`config.mk`:
```
export PLATFORM = sky130hd
export DESIGN_NAME = pwm_tmr_top
export DESIGN_NICKNAME = d
export VERILOG_FILES = /design/src/rtl/pwm_tmr_pkg.sv /design/src/rtl/pwm_tmr_dbuf.sv /design/src/rtl/pwm_tmr_prescale.sv /design/src/rtl/pwm_tmr_counter.sv /design/src/rtl/pwm_tmr_channel.sv /design/src/rtl/pwm_tmr_top.sv
export SDC_FILE = /design/constraint.sdc
export NUM_CORES = 1
export LEC_CHECK = 0
export BUFFER_PORTS_ARGS = -buffer_cell sky130_fd_sc_hd__buf_2
export CAP_MARGIN = 15
export CORE_AREA = 2 2 183 185
export CTS_BUF_LIST = sky130_fd_sc_hd__clkbuf_4
export DETAILED_ROUTE_END_ITERATION = 16
export DIE_AREA = 0 0 185 187
export PLACE_DENSITY = 0.69
export SLEW_MARGIN = 20
export SYNTH_ARGS = -nofsm -noshare
export SYNTH_HDL_FRONTEND = slang
export SYNTH_SLANG_ARGS = --single-unit
```
`constraint.sdc`:
```
create_clock -name clk -period 3.97 [get_ports clk]
set_input_delay 0.794 -clock clk [delete_from_list [all_inputs] [get_ports clk]]
set_output_delay 0.794 -clock clk [all_outputs]
set_load 0.03 [all_outputs]
```
`src/rtl/pwm_tmr_pkg.sv`:
```
package pwm_tmr_pkg;

  localparam int unsigned BUS_W = 32;

  // byte offsets whose positions software decodes
  localparam logic [7:0] OFS_PARAM  = 8'h04;
  localparam logic [7:0] OFS_GLOBAL = 8'h08;
  localparam logic [7:0] OFS_SC     = 8'h10;
  localparam logic [7:0] OFS_CNT    = 8'h14;
  localparam logic [7:0] OFS_MOD    = 8'h18;
  localparam int         CH_BASE    = 32;
  localparam int         CH_STRIDE  = 8;

  localparam logic [1:0] CMODE_STOP = 2'b00;
  localparam logic [1:0] CMODE_TICK = 2'b01;
  localparam logic [1:0] LVL_HIGH   = 2'b10;
  localparam logic [1:0] LVL_LOW    = 2'b01;

  typedef struct packed {
    logic       evt;
    logic       msel_b;
    logic       msel_a;
    logic [1:0] lvl;
  } ch_ctrl_t;

  function automatic int ch_ctrl_ofs(input int idx);
    return CH_BASE + idx * CH_STRIDE;
  endfunction

  function automatic int ch_val_ofs(input int idx);
    return CH_BASE + idx * CH_STRIDE + 4;
  endfunction

  // pin level from the control fields and the compare result
  function automatic logic pin_level(input ch_ctrl_t c, input logic below);
    if (!c.msel_b)            return 1'b0;
    else if (c.lvl == LVL_HIGH) return below;
    else if (c.lvl == LVL_LOW)  return !below;
    else                        return 1'b0;
  endfunction

  function automatic logic [7:0] ctrl_image(input ch_ctrl_t c);
    return {c.evt, 1'b0, c.msel_b, c.msel_a, c.lvl, 2'b00};
  endfunction

endpackage

```
`src/rtl/pwm_tmr_dbuf.sv`:
```
// Active/shadow register pair: direct write when unbuffered,
// otherwise staged and moved across on the load strobe.
module pwm_tmr_dbuf #(
  parameter int W = 16
) (
  input  logic         clk,
  input  logic         rst_n,
  input  logic         wr,
  input  logic [W-1:0] wdata,
  input  logic         buffered,
  input  logic         load,
  output logic [W-1:0] act,
  output logic [W-1:0] view,
  output logic         pend
);
  logic [W-1:0] act_q, shadow_q;
  logic         pend_q;

  always_ff @(posedge clk) begin
    if (!rst_n) begin
      act_q    <= '0;
      shadow_q <= '0;
      pend_q   <= 1'b0;
    end else if (wr) begin
      if (buffered) begin
        shadow_q <= wdata;
        pend_q   <= 1'b1;
      end else begin
        act_q    <= wdata;
        pend_q   <= 1'b0;
      end
    end else if (load && pend_q) begin
      act_q  <= shadow_q;
      pend_q <= 1'b0;
    end
  end

  assign act  = act_q;
  assign pend = pend_q;
  assign view = pend_q ? shadow_q : act_q;
endmodule

```
`src/rtl/pwm_tmr_prescale.sv`:
```
module pwm_tmr_prescale #(
  parameter int PS_W = 3
) (
  input  logic            clk,
  input  logic            rst_n,
  input  logic            run,
  input  logic [PS_W-1:0] ps,
  output logic            tick
);
  localparam int DIV_W = (1 << PS_W) - 1;

  function automatic logic [DIV_W-1:0] div_limit(input logic [PS_W-1:0] e);
    logic [DIV_W-1:0] ones;
    ones = '1;
    return ~(ones << e);
  endfunction

  logic [DIV_W-1:0] pre_q;

  assign tick = run && (pre_q == div_limit(ps));

  always_ff @(posedge clk) begin
    if (!rst_n)              pre_q <= '0;
    else if (!run || tick)   pre_q <= '0;
    else                     pre_q <= pre_q + 1'b1;
  end
endmodule

```
`src/rtl/pwm_tmr_counter.sv`:
```
module pwm_tmr_counter #(
  parameter int CNT_W = 16
) (
  input  logic             clk,
  input  logic             rst_n,
  input  logic             tick,
  input  logic             buffered,
  input  logic             mod_wr,
  input  logic [CNT_W-1:0] mod_wdata,
  output logic [CNT_W-1:0] cnt,
  output logic [CNT_W-1:0] cnt_nxt,
  output logic             wrap,
  output logic [CNT_W-1:0] mod_view,
  output logic             mod_pend
);
  logic [CNT_W-1:0] cnt_q, mod_act;

  pwm_tmr_dbuf #(.W(CNT_W)) mod_buf_i (
    .clk      (clk),
    .rst_n    (rst_n),
    .wr       (mod_wr),
    .wdata    (mod_wdata),
    .buffered (buffered),
    .load     (wrap),
    .act      (mod_act),
    .view     (mod_view),
    .pend     (mod_pend)
  );

  assign wrap    = tick && (cnt_q >= mod_act);
  assign cnt_nxt = !tick ? cnt_q : (wrap ? '0 : cnt_q + 1'b1);

  always_ff @(posedge clk) begin
    if (!rst_n) cnt_q <= '0;
    else        cnt_q <= cnt_nxt;
  end

  assign cnt = cnt_q;
endmodule

```
`src/rtl/pwm_tmr_channel.sv`:
```
module pwm_tmr_channel
  import pwm_tmr_pkg::*;
#(
  parameter int CNT_W = 16
) (
  input  logic             clk,
  input  logic             rst_n,
  input  logic             tick,
  input  logic             wrap,
  input  logic             buffered,
  input  logic [CNT_W-1:0] cnt,
  input  logic [CNT_W-1:0] cnt_nxt,
  input  logic             val_wr,
  input  logic [CNT_W-1:0] val_wdata,
  input  logic             ctrl_wr,
  input  logic [7:0]       ctrl_wdata,
  output logic             pwm,
  output logic             evt,
  output logic             match,
  output logic [CNT_W-1:0] val_view,
  output logic [7:0]       ctrl_view
);
  logic [CNT_W-1:0] val_act;
  logic             val_pend_unused;
  ch_ctrl_t         ctrl_q;
  logic             unused_ctrl_bits;

  assign unused_ctrl_bits = ^{ctrl_wdata[6], ctrl_wdata[1:0], val_pend_unused};

  pwm_tmr_dbuf #(.W(CNT_W)) val_buf_i (
    .clk      (clk),
    .rst_n    (rst_n),
    .wr       (val_wr),
    .wdata    (val_wdata),
    .buffered (buffered),
    .load     (wrap),
    .act      (val_act),
    .view     (val_view),
    .pend     (val_pend_unused)
  );

  // counter steps onto the compare value on this tick
  assign match = tick && (cnt_nxt == val_act);

  always_ff @(posedge clk) begin
    if (!rst_n) begin
      ctrl_q <= '0;
    end else begin
      if (ctrl_wr) begin
        ctrl_q.msel_b <= ctrl_wdata[5];
        ctrl_q.msel_a <= ctrl_wdata[4];
        ctrl_q.lvl    <= ctrl_wdata[3:2];
      end
      if (match)                        ctrl_q.evt <= 1'b1;
      else if (ctrl_wr && ctrl_wdata[7]) ctrl_q.evt <= 1'b0;
    end
  end

  assign pwm       = pin_level(ctrl_q, cnt < val_act);
  assign evt       = ctrl_q.evt;
  assign ctrl_view = ctrl_image(ctrl_q);
endmodule

```
`src/rtl/pwm_tmr_top.sv`:
```
module pwm_tmr_top
  import pwm_tmr_pkg::*;
#(
  parameter int NUM_CH = 4,
  parameter int CNT_W  = 16,
  parameter int PS_W   = 3,
  parameter int ADDR_W = 8
) (
  input  logic              clk,
  input  logic              rst_n,
  input  logic [ADDR_W-1:0] bus_addr,
  input  logic [31:0]       bus_wdata,
  input  logic              bus_we,
  input  logic              bus_re,
  output logic [31:0]       bus_rdata,
  output logic [NUM_CH-1:0] pwm_o,
  output logic [NUM_CH-1:0] evt_flag_o
);
  logic [PS_W-1:0]  ps_q;
  logic [1:0]       mode_q;
  logic             cpwm_q;
  logic             run, buffered, tick, wrap, mod_pend, mod_wr, sc_wr;
  logic [CNT_W-1:0] cnt, cnt_nxt, mod_view;

  logic [NUM_CH-1:0]   ch_ctrl_wr, ch_val_wr, ch_match, flag_clr, ch_mb;
  logic [2*NUM_CH-1:0] ch_lvl;
  logic [CNT_W-1:0]    ch_val_view  [NUM_CH];
  logic [7:0]          ch_ctrl_view [NUM_CH];
  logic [31:0]         rd_mux;
  logic                unused_wdata;

  assign unused_wdata = ^bus_wdata;

  assign sc_wr    = bus_we && (bus_addr == ADDR_W'(OFS_SC));
  assign mod_wr   = bus_we && (bus_addr == ADDR_W'(OFS_MOD));
  assign run      = (mode_q == CMODE_TICK);
  assign buffered = (mode_q != CMODE_STOP);

  always_ff @(posedge clk) begin
    if (!rst_n) begin
      ps_q   <= '0;
      mode_q <= CMODE_STOP;
      cpwm_q <= 1'b0;
    end else if (sc_wr) begin
      ps_q   <= bus_wdata[PS_W-1:0];
      mode_q <= bus_wdata[PS_W+1:PS_W];
      cpwm_q <= bus_wdata[PS_W+2];
    end
  end

  pwm_tmr_prescale #(.PS_W(PS_W)) pre_i (
    .clk   (clk),
    .rst_n (rst_n),
    .run   (run),
    .ps    (ps_q),
    .tick  (tick)
  );

  pwm_tmr_counter #(.CNT_W(CNT_W)) cnt_i (
    .clk       (clk),
    .rst_n     (rst_n),
    .tick      (tick),
    .buffered  (buffered),
    .mod_wr    (mod_wr),
    .mod_wdata (bus_wdata[CNT_W-1:0]),
    .cnt       (cnt),
    .cnt_nxt   (cnt_nxt),
    .wrap      (wrap),
    .mod_view  (mod_view),
    .mod_pend  (mod_pend)
  );

  for (genvar i = 0; i < NUM_CH; i++) begin : g_ch
    assign ch_ctrl_wr[i] = bus_we && (bus_addr == ADDR_W'(ch_ctrl_ofs(i)));
    assign ch_val_wr[i]  = bus_we && (bus_addr == ADDR_W'(ch_val_ofs(i)));
    assign flag_clr[i]   = ch_ctrl_wr[i] && bus_wdata[7];

    pwm_tmr_channel #(.CNT_W(CNT_W)) ch_i (
      .clk        (clk),
      .rst_n      (rst_n),
      .tick       (tick),
      .wrap       (wrap),
      .buffered   (buffered),
      .cnt        (cnt),
      .cnt_nxt    (cnt_nxt),
      .val_wr     (ch_val_wr[i]),
      .val_wdata  (bus_wdata[CNT_W-1:0]),
      .ctrl_wr    (ch_ctrl_wr[i]),
      .ctrl_wdata (bus_wdata[7:0]),
      .pwm        (pwm_o[i]),
      .evt        (evt_flag_o[i]),
      .match      (ch_match[i]),
      .val_view   (ch_val_view[i]),
      .ctrl_view  (ch_ctrl_view[i])
    );

    assign ch_mb[i]        = ch_ctrl_view[i][5];
    assign ch_lvl[2*i +: 2] = ch_ctrl_view[i][3:2];
  end

  always_comb begin
    rd_mux = '0;
    if (bus_addr == ADDR_W'(OFS_PARAM))   rd_mux = 32'(NUM_CH);
    else if (bus_addr == ADDR_W'(OFS_SC))  rd_mux = 32'({cpwm_q, mode_q, ps_q});
    else if (bus_addr == ADDR_W'(OFS_CNT)) rd_mux = 32'(cnt);
    else if (bus_addr == ADDR_W'(OFS_MOD)) rd_mux = 32'(mod_view);
    for (int i = 0; i < NUM_CH; i++) begin
      if (bus_addr == ADDR_W'(ch_ctrl_ofs(i))) rd_mux = 32'(ch_ctrl_view[i]);
      if (bus_addr == ADDR_W'(ch_val_ofs(i)))  rd_mux = 32'(ch_val_view[i]);
    end
  end

  assign bus_rdata = bus_re ? rd_mux : '0;
endmodule

```
==> metrics.txt <==
Cell variety after synth 77; Starting Density 44.3%; WL final 59,500 µm; PwrDens 269 mW/mm²; placed cell area 0.0156 mm²; Synth Area in Compound Gates 23.8%; Clock Path Buffers 3; Total GRT Usage 33.8%; final setup violation count 0; Most used DFF post-synth dfxtp_1; Clock Skews 0.0698 ns; routability cong. 0.967; global-route wire length before repair 86,200 µm; CTS tree built; critical-path maximum fanout 12; fin util 50.2%; Max Cap Violations 0; Post-Layout Cell Count 2,424; ratio of final minimum period to clock period 98.7%; Total Nets Final 2,045; die height 187 µm; proportion of layout cells with a drive suffix above 1 14.2%; post-synthesis mux area share 8.94%; Slew @ Worst Pin 1.12 ns; max-slew violation count 0; drt first pass iters 7; Die Width 185 µm; most frequent cells in the layout nand2_1 (328), dfxtp_1 (211), mux2i_1 (129), nand3_1 (127), a21boi_0 (100); Die Footprint 0.0346 mm²; core footprint 0.0329 mm²; detailed-route via count 14,900; Netlist Area Pre-Place 0.0146 mm²; commonest non-fill, non-tap cell in the layout nand2_1; Hold Crit Class in2reg; syn_area_per_cell 7.92 µm²; worst endpoint required time 3.18 ns; # hold bufs at CTS 0; post-detailed-route count of antenna-violating nets 0; # port buffers 51; clock root cell clkbuf_4; async set-reset flop share out of synthesis 0%; Critical Path AT 3.12 ns; Clock Latency Late Sink 0.82 ns; hold slack 0.346 ns; vias in the first global route 13,600; RSZ-0062 raised after global routing false; synthesized instance count 1,839; Peak Freq 255 MHz; I/O pin total 84; initial antenna violation count 3; Post-synth EDFFs 0; reg2reg setup slack 0.15 ns; Starting DRT DRC Count 1,464; H-tree depth reported by CTS 2; Yosys reg bits 214; Adder-Cell Fraction of Synth Area 6.70%; vias per cell 6.15; total grt overflow 0; TNS Setup 0 ns; area share of xor/xnor cells in the synthesized design 2.08%; largest family of logic cells by synthesized area compound AO/OA/AOI/OAI gates; crit path kind reg2out; Worst slew margin 24.8%; largest net degree at the start of global routing 185; Worst setup EP type output pin; P&R area growth vs syn 13.4%; final critical-path required period 3.92 ns; Lkg Pwr 7.14 nW; Startpoint Class register; fillers 3,272; clock sink total 214; Final Hold Viols 0; Num CTS Buffers 60; Placed Instances 2,303; DRC viols 0; fin area 0.0165 mm²; Post-DP HPWL 43,800 µm; Warnings, synthesis 0; FP Rows 67; DR WL/cell 24.6 µm; sequential fraction of the synthesis area 29.4%; outcome finished, final reports clean; peak supply drop 0.335 mV; Simple-Gate Fraction of Synth Area 22.1%; clock-pin slew on the worst setup and hold paths 0.07 ns
==> power by group <==
| group | leakage, nW | switching, mW | internal, mW |
|---|---|---|---|
| sequential | 1.72 | 0.00278 | 2.15 |
| clock | 0.452 | 1.07 | 0.994 |
| combinational | 4.96 | 0.177 | 0.0538 |
==> stage by stage <==
| stage | total power, mW | setup WS (ns) |
|---|---|---|
| global placement | 2.42 | 0.429 |
| finish | 4.44 | 0.0519 |
| floorplan | 2.34 | 0.638 |
| global route | 4.59 | 0.0103 |
| CTS | 4.47 | -0.00197 |
| detailed placement | 2.42 | 0.392 |
==> state kept, by name, indices dropped and copies added, names as in the netlist <==
| name | cells |
|---|---|
| cnt_i.cnt | 16 |
| cnt_i.mod_buf_i.act | 16 |
| cnt_i.mod_buf_i.pend | 1 |
| cnt_i.mod_buf_i.shadow_q | 16 |
| cpwm_q | 1 |
| g_ch.ch_i.ctrl_view | 16 |
| g_ch.ch_i.evt | 4 |
| g_ch.ch_i.val_buf_i.act | 64 |
| g_ch.ch_i.val_buf_i.pend | 4 |
| g_ch.ch_i.val_buf_i.shadow_q | 64 |
| mode_q | 2 |
| pre_i.pre_q | 7 |
| ps_q | 3 |
==> path summary, 6_finish.rpt <==
path,from,endpoint,cells after the start
worst min-delay path,rst_n,cnt_i.cnt[2],2
worst max register to register,cnt_i.cnt[6],g_ch[1].ch_i.evt,11
worst max-delay path,g_ch[0].ch_i.val_buf_i.pend,bus_rdata[13],5
worst min register to register,g_ch[3].ch_i.ctrl_view[4],g_ch[3].ch_i.ctrl_view[4],2
==> cell usage after synthesis, types with 4 or more instances <==
library cell	instances	area (µm²)
ha_1	78	976
a21o_1	44	330
a31oi_1	5	31.3
nor4b_1	4	35.0
o211a_1	82	821
nor3_1	24	120
inv_1	90	338
clkbuf_1	111	417
a2bb2oi_1	8	70.1
a211oi_1	6	45.0
nand4_1	29	181
buf_4	24	180
and3_1	11	68.8
nand3_1	127	636
xor2_1	7	61.3
dfxtp_1	214	4280
a21oi_1	49	245
a21boi_0	100	751
nor4_1	6	37.5
mux2i_1	129	1290
or4_1	7	52.6
nor2_1	80	300
nand2_1	328	1230
o2111ai_1	4	35.0
a22oi_1	5	37.5
buf_1	7	26.3
o211ai_1	21	158
o22ai_1	16	100
and2_1	10	62.6
nand3b_1	10	75.1
o21ai_0	40	200
o31a_1	19	166
and4_1	10	87.6
xnor2_1	25	219
nand2b_1	9	56.3
o21ai_1	6	30.0
nor2b_1	15	93.8
o221ai_1	19	166
o31ai_1	4	30.0
buf_2	4	20.0
==> cell type report <==
class                   instances  area [µm²]  share of cell area [%]
diodes                          2        5.00                  0.0303
clock buffers                  84         631                    3.82
clock inverters                29         136                   0.826
inverters                      92         345                    2.09
multi-input cells            1400        9410                    57.0
flip-flops and latches        214        4290                    26.0
well taps                     448         561                    3.39
repair buffers                155        1130                    6.87
==> cell families after synthesis <==
kind of cell | after synthesis
AO/OA/AOI/OAI | 452
other | 1
buffers and inverters | 240
multiplexers | 130
adder cells (fa/ha/maj) | 78
AND/OR/NAND/NOR | 691
XOR/XNOR | 33
flip-flops | 214
==> layer usage <==
layer	track usage, %	up-vias	routed length [µm]
met1	44.9	7092	24000
met4	18.0	2	3650
met3	7.38	181	6330
met5	0	-	65
met2	50.9	874	25500
li1	-	6764	-
==> worst max-delay path, stage by stage (launching register included) <==
cell and delay (ns):
dfxtp_1 0.75, buf_4 0.30, mux2i_1 0.35, o221ai_1 0.34, o31a_1 0.38, buf_2 0.18
==> what timing repair did <==
item / 4_1_cts / 5_1_grt
setup buffers: 3 / 3
resized for setup: 13 / 8
pin swaps: 1 / 18
endpoints found under the setup margin: 4 / 4
endpoints found under the hold margin: 0 / 0
Power figures use the tool's default switching activity.
